<file path="src/rtl/gbank_pkg.sv">
package gbank_pkg;

    localparam int BYTE_W     = 8;
    localparam int MAX_GROUPS = 8;
    localparam int GSEL_W     = 3;

    localparam logic [7:0] DEV_PORT      = 8'h07;
    localparam logic [7:0] DEV_MODE      = 8'h0F;
    localparam logic [7:0] IDX_ENABLE    = 8'h30;
    localparam logic [7:0] IDX_PORT_BASE = 8'hE0;
    localparam logic [7:0] IDX_MODE_BASE = 8'hE0;
    localparam int         PORT_STRIDE   = 4;

    typedef enum logic [2:0] {
        SEL_NONE,
        SEL_ENABLE,
        SEL_DIR,
        SEL_DATA,
        SEL_INV,
        SEL_MODE
    } reg_kind_e;

    typedef struct packed {
        reg_kind_e         kind;
        logic [GSEL_W-1:0] grp;
    } reg_sel_t;

    typedef struct packed {
        logic en;
        logic dir;
        logic dat;
        logic inv;
        logic od;
    } pin_cfg_t;

    typedef struct packed {
        logic out;
        logic oe;
    } pin_drive_t;

    function automatic reg_sel_t decode_sel(input logic [7:0] dev,
                                            input logic [7:0] idx,
                                            input int          groups);
        reg_sel_t   s;
        logic [7:0] pbase;
        logic [7:0] mbase;
        s.kind = SEL_NONE;
        s.grp  = '0;
        if (dev == DEV_PORT && idx == IDX_ENABLE) begin
            s.kind = SEL_ENABLE;
        end
        for (int g = 0; g < MAX_GROUPS; g++) begin
            pbase = IDX_PORT_BASE + 8'(g * PORT_STRIDE);
            mbase = IDX_MODE_BASE + 8'(g);
            if (g < groups) begin
                if (dev == DEV_PORT) begin
                    if (idx == pbase) begin
                        s.kind = SEL_DIR;
                        s.grp  = GSEL_W'(g);
                    end else if (idx == pbase + 8'd1) begin
                        s.kind = SEL_DATA;
                        s.grp  = GSEL_W'(g);
                    end else if (idx == pbase + 8'd2) begin
                        s.kind = SEL_INV;
                        s.grp  = GSEL_W'(g);
                    end
                end else if (dev == DEV_MODE && idx == mbase) begin
                    s.kind = SEL_MODE;
                    s.grp  = GSEL_W'(g);
                end
            end
        end
        return s;
    endfunction

    function automatic pin_drive_t drive_pin(input pin_cfg_t c);
        pin_drive_t d;
        logic       level;
        level = c.dat ^ c.inv;
        d.out = 1'b0;
        d.oe  = 1'b0;
        if (c.en && !c.dir) begin
            if (c.od) begin
                d.oe = ~level;
            end else begin
                d.out = level;
                d.oe  = 1'b1;
            end
        end
        return d;
    endfunction

endpackage

</file>
<file path="src/rtl/gbank_regfile.sv">
module gbank_regfile
    import gbank_pkg::*;
#(
    parameter int GROUPS  = 2,
    parameter int GROUP_W = 8
) (
    input  logic                            clk,
    input  logic                            rst,
    input  logic                            wr,
    input  logic [7:0]                      dev,
    input  logic [7:0]                      idx,
    input  logic [BYTE_W-1:0]               wdata,
    output logic [GROUPS-1:0]               en,
    output logic [GROUPS-1:0][GROUP_W-1:0]  dir,
    output logic [GROUPS-1:0][GROUP_W-1:0]  dat,
    output logic [GROUPS-1:0][GROUP_W-1:0]  inv,
    output logic [GROUPS-1:0][GROUP_W-1:0]  od
);
    localparam int GI_W = $clog2(GROUPS);

    reg_sel_t          sel;
    logic [GI_W-1:0]   gi;

    assign sel = decode_sel(dev, idx, GROUPS);
    assign gi  = sel.grp[GI_W-1:0];

    always_ff @(posedge clk) begin
        if (rst) begin
            en  <= '0;
            dir <= '1;
            dat <= '0;
            inv <= '0;
            od  <= '0;
        end else if (wr) begin
            case (sel.kind)
                SEL_ENABLE: en      <= wdata[GROUPS-1:0];
                SEL_DIR:    dir[gi] <= wdata[GROUP_W-1:0];
                SEL_DATA:   dat[gi] <= wdata[GROUP_W-1:0];
                SEL_INV:    inv[gi] <= wdata[GROUP_W-1:0];
                SEL_MODE:   od[gi]  <= wdata[GROUP_W-1:0];
                default:    ;
            endcase
        end
    end

    // an enable write lands in the enable bits on the next edge
    p_enable_capture_r2: assert property (@(posedge clk) disable iff (rst)
        (!$past(rst) && $past(wr) && $past(dev) == DEV_PORT && $past(idx) == IDX_ENABLE)
            |-> en == $past(wdata[GROUPS-1:0]));

    // direction comes out of reset as all inputs
    p_reset_inputs_r1: assert property (@(posedge clk) disable iff (rst)
        $past(rst) |-> dir == '1 && en == '0);

endmodule

</file>
<file path="src/rtl/gbank_group.sv">
module gbank_group
    import gbank_pkg::*;
#(
    parameter int GROUP_W = 8
) (
    input  logic               en,
    input  logic [GROUP_W-1:0] dir,
    input  logic [GROUP_W-1:0] dat,
    input  logic [GROUP_W-1:0] inv,
    input  logic [GROUP_W-1:0] od,
    input  logic [GROUP_W-1:0] pin_smp,
    output logic [GROUP_W-1:0] pin_out,
    output logic [GROUP_W-1:0] pin_oe,
    output logic [GROUP_W-1:0] data_rd
);
    for (genvar p = 0; p < GROUP_W; p++) begin : g_pin
        pin_cfg_t   cfg;
        pin_drive_t drv;

        assign cfg.en  = en;
        assign cfg.dir = dir[p];
        assign cfg.dat = dat[p];
        assign cfg.inv = inv[p];
        assign cfg.od  = od[p];
        assign drv     = drive_pin(cfg);

        assign pin_out[p] = drv.out;
        assign pin_oe[p]  = drv.oe;
        assign data_rd[p] = !en     ? 1'b0 :
                            dir[p]  ? (pin_smp[p] ^ inv[p]) :
                                      dat[p];
    end
endmodule

</file>
<file path="src/rtl/gbank_top.sv">
module gbank_top
    import gbank_pkg::*;
#(
    parameter int GROUPS  = 2,
    parameter int GROUP_W = 8
) (
    input  logic                        clk,
    input  logic                        rst,
    input  logic [7:0]                  cfg_dev,
    input  logic [7:0]                  cfg_idx,
    input  logic                        cfg_wr,
    input  logic                        cfg_rd,
    input  logic [BYTE_W-1:0]           cfg_wdata,
    output logic [BYTE_W-1:0]           cfg_rdata,
    input  logic [GROUPS*GROUP_W-1:0]   pin_in,
    output logic [GROUPS*GROUP_W-1:0]   pin_out,
    output logic [GROUPS*GROUP_W-1:0]   pin_oe
);
    localparam int NPINS = GROUPS * GROUP_W;
    localparam int GI_W  = $clog2(GROUPS);

    logic [GROUPS-1:0]              en_w;
    logic [GROUPS-1:0][GROUP_W-1:0] dir_w;
    logic [GROUPS-1:0][GROUP_W-1:0] dat_w;
    logic [GROUPS-1:0][GROUP_W-1:0] inv_w;
    logic [GROUPS-1:0][GROUP_W-1:0] od_w;
    logic [GROUPS-1:0][GROUP_W-1:0] rd_w;
    logic [NPINS-1:0]               smp_q;
    logic [BYTE_W-1:0]              rmux;
    reg_sel_t                       rsel;
    logic [GI_W-1:0]                rgi;

    gbank_regfile #(.GROUPS(GROUPS), .GROUP_W(GROUP_W)) u_regs (
        .clk   (clk),
        .rst   (rst),
        .wr    (cfg_wr),
        .dev   (cfg_dev),
        .idx   (cfg_idx),
        .wdata (cfg_wdata),
        .en    (en_w),
        .dir   (dir_w),
        .dat   (dat_w),
        .inv   (inv_w),
        .od    (od_w)
    );

    for (genvar g = 0; g < GROUPS; g++) begin : g_grp
        gbank_group #(.GROUP_W(GROUP_W)) u_group (
            .en      (en_w[g]),
            .dir     (dir_w[g]),
            .dat     (dat_w[g]),
            .inv     (inv_w[g]),
            .od      (od_w[g]),
            .pin_smp (smp_q[g*GROUP_W +: GROUP_W]),
            .pin_out (pin_out[g*GROUP_W +: GROUP_W]),
            .pin_oe  (pin_oe[g*GROUP_W +: GROUP_W]),
            .data_rd (rd_w[g])
        );

        // a disabled group neither drives nor pulls its pins
        p_disabled_quiet_r8: assert property (@(posedge clk) disable iff (rst)
            !en_w[g] |-> pin_oe[g*GROUP_W +: GROUP_W] == '0
                      && pin_out[g*GROUP_W +: GROUP_W] == '0);
    end

    always_ff @(posedge clk) begin
        if (rst) begin
            smp_q <= '0;
        end else begin
            smp_q <= pin_in;
        end
    end

    assign rsel = decode_sel(cfg_dev, cfg_idx, GROUPS);
    assign rgi  = rsel.grp[GI_W-1:0];

    always_comb begin
        rmux = '0;
        case (rsel.kind)
            SEL_ENABLE: rmux[GROUPS-1:0]  = en_w;
            SEL_DIR:    rmux[GROUP_W-1:0] = dir_w[rgi];
            SEL_DATA:   rmux[GROUP_W-1:0] = rd_w[rgi];
            SEL_INV:    rmux[GROUP_W-1:0] = inv_w[rgi];
            SEL_MODE:   rmux[GROUP_W-1:0] = od_w[rgi];
            default:    rmux = '0;
        endcase
    end

    always_ff @(posedge clk) begin
        if (rst) begin
            cfg_rdata <= '0;
        end else if (cfg_rd) begin
            cfg_rdata <= rmux;
        end
    end

    // an input pin never has its driver on
    p_input_released_r4: assert property (@(posedge clk) disable iff (rst)
        (pin_oe & dir_w) == '0);

    // an open-drain pin only ever drives low
    p_od_low_only_r6: assert property (@(posedge clk) disable iff (rst)
        (pin_oe & od_w & pin_out) == '0);

    // the first cycle out of reset leaves every pin released
    p_reset_tristate_r1: assert property (@(posedge clk) disable iff (rst)
        $past(rst) |-> pin_oe == '0 && pin_out == '0);

    // without a read strobe the read data holds
    p_rdata_hold_r9: assert property (@(posedge clk) disable iff (rst)
        (!$past(rst) && !$past(cfg_rd)) |-> $stable(cfg_rdata));

endmodule

</file>
<file path="config.mk">
export PLATFORM = sky130hd
export DESIGN_NAME = gbank_top
export DESIGN_NICKNAME = d
export VERILOG_FILES = /design/src/rtl/gbank_pkg.sv /design/src/rtl/gbank_regfile.sv /design/src/rtl/gbank_group.sv /design/src/rtl/gbank_top.sv
export SDC_FILE = /design/constraint.sdc
export NUM_CORES = 1
export LEC_CHECK = 0
export CAP_MARGIN = 20
export CORE_ASPECT_RATIO = 0.75
export CORE_MARGIN = 2
export CORE_UTILIZATION = 60
export DETAILED_ROUTE_END_ITERATION = 10
export DONT_BUFFER_PORTS = 1
export PLACE_DENSITY = 0.76
export SYNTH_ARGS = -nofsm -noshare
export SYNTH_HDL_FRONTEND = slang
export SYNTH_SLANG_ARGS = --single-unit
</file>
<file path="constraint.sdc">
create_clock -name clk -period 3 [get_ports clk]
set_clock_uncertainty 0.2 [all_clocks]
set_input_delay 0.3 -clock clk [delete_from_list [all_inputs] [get_ports clk]]
set_output_delay 0.3 -clock clk [all_outputs]
set_load 0.005 [all_outputs]
</file>
==> results_dict.tcl, run 1 <==
set metrics [dict create \
    status "completed" \
    via_per_inst 6.29 \
    start_util_pct 61.5 \
    pin_count 84 \
    yosys_warnings 0 \
    p_leak_nw 1.92 \
    cts_setup_buffers 0 \
    core_area_um2 7850 \
    drc 0 \
    critPathMaxFanout 11 \
    avgSynthCellArea_um2 8.86 \
    htreeDepth 3 \
    maxCapViolations 0 \
    syn2layout_area_growth_pct 12.9 \
    cts_sinks 90 \
    path_clk_slew_ns 0.09 \
    rsz0062_at_grt "false" \
    numCtsBuffers 9 \
    synthCells 545 \
    synthFlopType "dfxtp_1" \
    hp-start "cfg_rd" \
    dp_hpwl_mm 9.22 \
    crit_start "cfg_dev[6]" \
    fp.dieW_um 108 \
    min_path_type "in -> reg" \
    fin_setup_tns_ns 0 \
    place.gp.congestion 0.956 \
    period_needed_ns 2.42 \
    wirelength_mm 13.7 \
    fin_util_pct 69.5 \
    worstReg2RegStart "u_regs.en[0]" \
    layout_common_cells "90 x dfxtp_1, 62 x nor2_1, 43 x nand2_1" \
    drive_above_1_share_pct 11.4 \
    grt_remaining_overflow 0 \
    synth-edff-count 0 \
    end_kind "flop" \
    vdd_drop_max_v 0.000298 \
    final_common_cell "dfxtp_1" \
    worstSetupPathType "in -> reg" \
    cts_max_path_buffers 2 \
    grt_antenna_before_repair 0 \
    finalSetupViolCount 0 \
    cts-root-buf "clkbuf_8" \
    grt_usage_pct 32.4 \
    io_buffers 0 \
    critPathArrivalTime_ns 2.48 \
    die-area_um2 8790 \
    seq_area_frac_synth_pct 37.3 \
    slew_violations 0 \
    cts_tree "done" \
    fmax_mhz 413 \
    worstSetupStartpointType "input pin" \
    required_ns 3.06 \
    finalNetCount 620 \
    power_density_nw_per_um2 387 \
    ys_types 54 \
    worst_pin_slew_ns 0.824 \
    num_vias 4318 \
    grt_pass1_vias 4056 \
    synthesis.nets 589 \
    clk_latency_ns 0.37 \
    row_count 28 \
    grt_pass1_wl_mm 21.3 \
    antenna-diode-count 0 \
    avgRoutedWirePerCell_um 20.0 \
    drt_iter0_markers 388 \
    synth-seq-cells 90 \
    die_h_um 81.7 \
    grt_max_degree 91 \
    finalCritPeriodShare_pct 80.8 \
    postRouteAntennaNets 0 \
    async_flop_share_pct 0 \
    num-fill-cells 631 \
    maxSlewHeadroom_pct 44.8 \
    synth_area_um2 4830 \
    hold_viol 0 \
    firstDrtPassIters 5 \
]
cell usage after synthesis (all sizes together), types with 2 or more instances:
master / instances / share of area [%]
xor2: 14 / 2.5
xnor2: 18 / 3.3
a21oi: 37 / 3.8
inv: 3 / 0.23
mux2: 11 / 2.6
buf: 18 / 2.2
mux2i: 39 / 8.1
o221ai: 2 / 0.36
nor2b: 35 / 4.5
nor4: 6 / 1.4
a211o: 16 / 2.9
nand3: 7 / 0.98
o22ai: 6 / 0.78
nand2: 44 / 3.5
a211oi: 4 / 1.1
or4: 2 / 0.31
and4bb: 2 / 0.60
o2bb2ai: 5 / 0.91
clkbuf: 15 / 1.2
or3: 2 / 0.26
o21ai: 16 / 1.7
nor3: 7 / 0.96
a31oi: 6 / 0.78
a2111oi: 16 / 2.9
a21o: 7 / 1.1
dfxtp: 90 / 37
and4b: 3 / 0.62
nor2: 62 / 4.8
nand2b: 22 / 2.8
o311ai: 2 / 0.36
nor3b: 15 / 2.4
o211ai: 3 / 0.47
flip-flops by register name (all words and copies together), names as in the netlist:
signal and cells:
cfg_rdata 8, smp_q 16, u_regs.dat 16, u_regs.dir 16, u_regs.en 2, u_regs.inv 16
u_regs.od 16
stage by stage:
stage | area, µm² | total power, mW | hold WS (ns) | setup WS [ns] | std cells
after global routing | 5450 | 2.17 | 0.0109 | 0.490 | 686
after global placement | 4990 | 1.30 | 0.176 | 0.511 | 643
final | 5450 | 2.11 | 0.0171 | 0.577 | 686
after CTS | 5450 | 2.11 | 0.00565 | 0.652 | 686
after floorplan | 4830 | 1.33 | 0.228 | 0.639 | 545
after detailed placement | 4990 | 1.31 | 0.178 | 0.429 | 643
worst paths after layout:
check | end | slack [ns] | depth (start not counted)
max | u_regs.od[8] | 0.58 | 8
min | cfg_rdata[3] | 0.02 | 3
max reg2reg | cfg_rdata[1] | 0.92 | 5
min reg2reg | u_regs.od[10] | 0.29 | 2
what timing repair did:
| action | CTS | global route |
|---|---|---|
| hold buffers | 27 | 0 |
| resized for setup | 0 | 0 |
| hold endpoints to repair | 90 | 0 |
layer usage:
metal,routed length [µm],global-route usage (%),vias up
met1,5800,45.1,1999
met3,1800,9.84,32
met5,0,0,-
met2,5840,46.9,277
met4,302,12.8,0
li1,-,-,2010
area by class of cell:
class	instances	area, µm²	share of cell area, %
inverter	3	11.3	0.207
timing repair buffer	53	483	8.86
clock buffer	13	149	2.73
multi-input combinational	419	2850	52.3
clock inverter	3	23.8	0.436
tap	105	131	2.41
sequential	90	1800	33.0
power breakdown:
group | internal (mW) | switching (mW)
logic | 0.0608 | 0.0684
registers | 1.21 | 0.00631
clock network | 0.329 | 0.441
kinds of logic after synthesis:
logic type,after synthesis,share of synthesized area [%]
AOI/OAI and AO/OA,125,18.2
xor gates and xnor gates,32,5.80
buffers and inverters,36,3.63
and+or+nand+nor,212,24.4
DFF,90,37.3
muxes,50,10.6
critical path: stages:
cell	delay (ns)
and4b_1	0.33
nand4_4	0.19
nor2_1	0.18
buf_4	0.23
nand3_1	0.40
nand2_1	0.20
a21oi_1	0.08
dlygate4sd3_1	0.57
(Power assumes the default switching activity.)
==> run 2, diff against run 1 <==
--- a/config.mk
+++ b/config.mk
@@ -8,7 +8,7 @@
 export CAP_MARGIN = 20
 export CORE_ASPECT_RATIO = 0.75
 export CORE_MARGIN = 2
-export CORE_UTILIZATION = 60
+export CORE_UTILIZATION = 58
 export DETAILED_ROUTE_END_ITERATION = 10
 export DONT_BUFFER_PORTS = 1
 export PLACE_DENSITY = 0.76
==> constraint.sdc (replaced) <==
create_clock -name clk -period 2 [get_ports clk]
set_clock_uncertainty 0.2 [all_clocks]
set_input_delay 0.2 -clock clk [delete_from_list [all_inputs] [get_ports clk]]
set_output_delay 0.2 -clock clk [all_outputs]
set_load 0.005 [all_outputs]
==> results_dict.tcl, run 2 (same netlist as run 1, synthesis figures left out) <==
set metrics [dict create \
    hold_viol 0 \
    min_path_type "in -> reg" \
    top_usage_layer "met2" \
    grt_pass1_vias 4369 \
    antenna-diode-count 0 \
    critPathArrivalTime_ns 2.01 \
    wirelength_mm 14.9 \
    row_count 28 \
    critPathMaxFanout 4 \
    clk_latency_ns 0.39 \
    fin_area_um2 5780 \
    p_clk_share_pct 38.0 \
    finalNetCount 654 \
    fin_setup_tns_ns 0 \
    core_area_um2 7990 \
    finalCritPeriodShare_pct 95.5 \
    drt_iter0_markers 423 \
    place.gp.congestion 0.994 \
    io_buffers 0 \
    met1_usage_pct 46.1 \
    cts_tree "done" \
    share_seq_of_total_power_pct 55.5 \
    drive_above_1_share_pct 16.7 \
    required_ns 2.10 \
    grt_remaining_overflow 0 \
    finalSetupViolCount 0 \
    vdd_drop_max_v 0.000562 \
    grt_pass1_wl_mm 23.3 \
    cpPeakStageDelay_ns 0.46 \
    comb_power_share_pct 6.5 \
    htreeDepth 3 \
    path_clk_slew_ns 0.09 \
    avgRoutedWirePerCell_um 20.7 \
    maxCapViolations 0 \
    grt_usage_pct 33.9 \
    switchingPower_mw 0.852 \
    start_util_pct 60.5 \
    die_h_um 83.0 \
    period_needed_ns 1.91 \
    maxSlewHeadroom_pct 62.6 \
    layout_common_cells "90 x dfxtp_1, 62 x nor2_1, 54 x buf_4" \
    place_area_um2 5250 \
    cts_max_path_buffers 2 \
    critPathBufInv 0 \
    rsz0062_at_grt "false" \
    fin_util_pct 72.4 \
    worst_pin_slew_ns 0.559 \
    postRouteAntennaNets 0 \
    firstDrtPassIters 4 \
    pin_count 84 \
    p_int_mw 2.43 \
    fmax_mhz 524 \
    final_common_cell "dfxtp_1" \
    grt_max_degree 81 \
    drc 0 \
    sw_frac_of_total_pct 26.0 \
    num_vias 4595 \
    crit_path_top_delay_cell "a2111oi_0" \
    cts-root-buf "clkbuf_8" \
    p_leak_nw 2.12 \
    numCtsBuffers 9 \
    slew_violations 0 \
    cts_setup_buffers 0 \
    hold_ws_ns 0.0119 \
    grt_antenna_before_repair 0 \
    worstSetupStartpointType "input pin" \
    num-fill-cells 600 \
    fp.dieW_um 109 \
    syn2layout_area_growth_pct 19.7 \
    met2_usage_pct 49.2 \
    die-area_um2 9080 \
    cts_sinks 90 \
    grt_util_met3_pct 12.1 \
    end_kind "flop" \
    worstSetupPathType "in -> reg" \
    dp_hpwl_mm 9.98 \
    total_power_mw 3.28 \
    status "completed" \
    power_density_nw_per_um2 567 \
    via_per_inst 6.38 \
    crit_chain "and4b_2 -> and4_1 -> nand2_2 -> a2111oi_0 -> o311ai_0 -> a211oi_1" \
    crit_family "compound AO/OA/AOI/OAI gates" \
]
run 2: through the flow:
step / setup WS, ns / cells
2_1_floorplan: -0.234 / 545
4_1_cts: 0.0598 / 720
6_report: 0.0899 / 720
5_1_grt: 0.00971 / 720
3_3_place_gp: -0.274 / 673
3_5_place_dp: -0.294 / 673
run 2: area by class of cell:
class	instances	area (µm²)	share of cell area [%]
clock buffers	10	138	2.38
clock inverters	6	56.3	0.974
inverters	3	11.3	0.195
multi-input cells	419	2870	49.6
flip-flops and latches	90	1800	31.2
well taps	105	131	2.27
repair buffers	87	773	13.4
run 2: worst register-to-register path, delay by kind of cell, from the launching register on:
kind	cells	cell delay [ns]
flip-flops	1	0.44
buffers and inverters	1	0.18
AO/OA/AOI/OAI	3	0.88
XOR/XNOR	1	0.10
run 2: power by group through the flow:
stage               registers (mW)  logic [mW]  clock network, mW
finish                        1.82       0.213               1.25
global route                  1.82       0.229               1.33
CTS                           1.82       0.208               1.25
detailed placement            1.86       0.106                  0
global placement              1.86       0.104                  0
floorplan                     1.86       0.138                  0
run 2: metal layers:
layer,vias to the layer above,share of wire [%]
met2,257,43
li1,2092,-
met3,48,12
met4,0,3.2
met5,-,0
met1,2198,42
run 2: repair_timing:
item	in CTS	in global routing
hold endpoints to repair	90	0
endpoints found under the setup margin	0	6
gates resized for setup	0	3
hold buffers	31	0
run 2: path summary, 6_finish.rpt:
path / start / to / slack, ns / cells after the start
hold / removal: cfg_idx[0] / cfg_rdata[5] / 0.01 / 4
setup / recovery: cfg_dev[6] / cfg_rdata[1] / 0.09 / 6
setup reg to reg: u_regs.inv[1] / cfg_rdata[1] / 0.11 / 5
hold reg to reg: u_regs.od[15] / u_regs.od[15] / 0.31 / 2
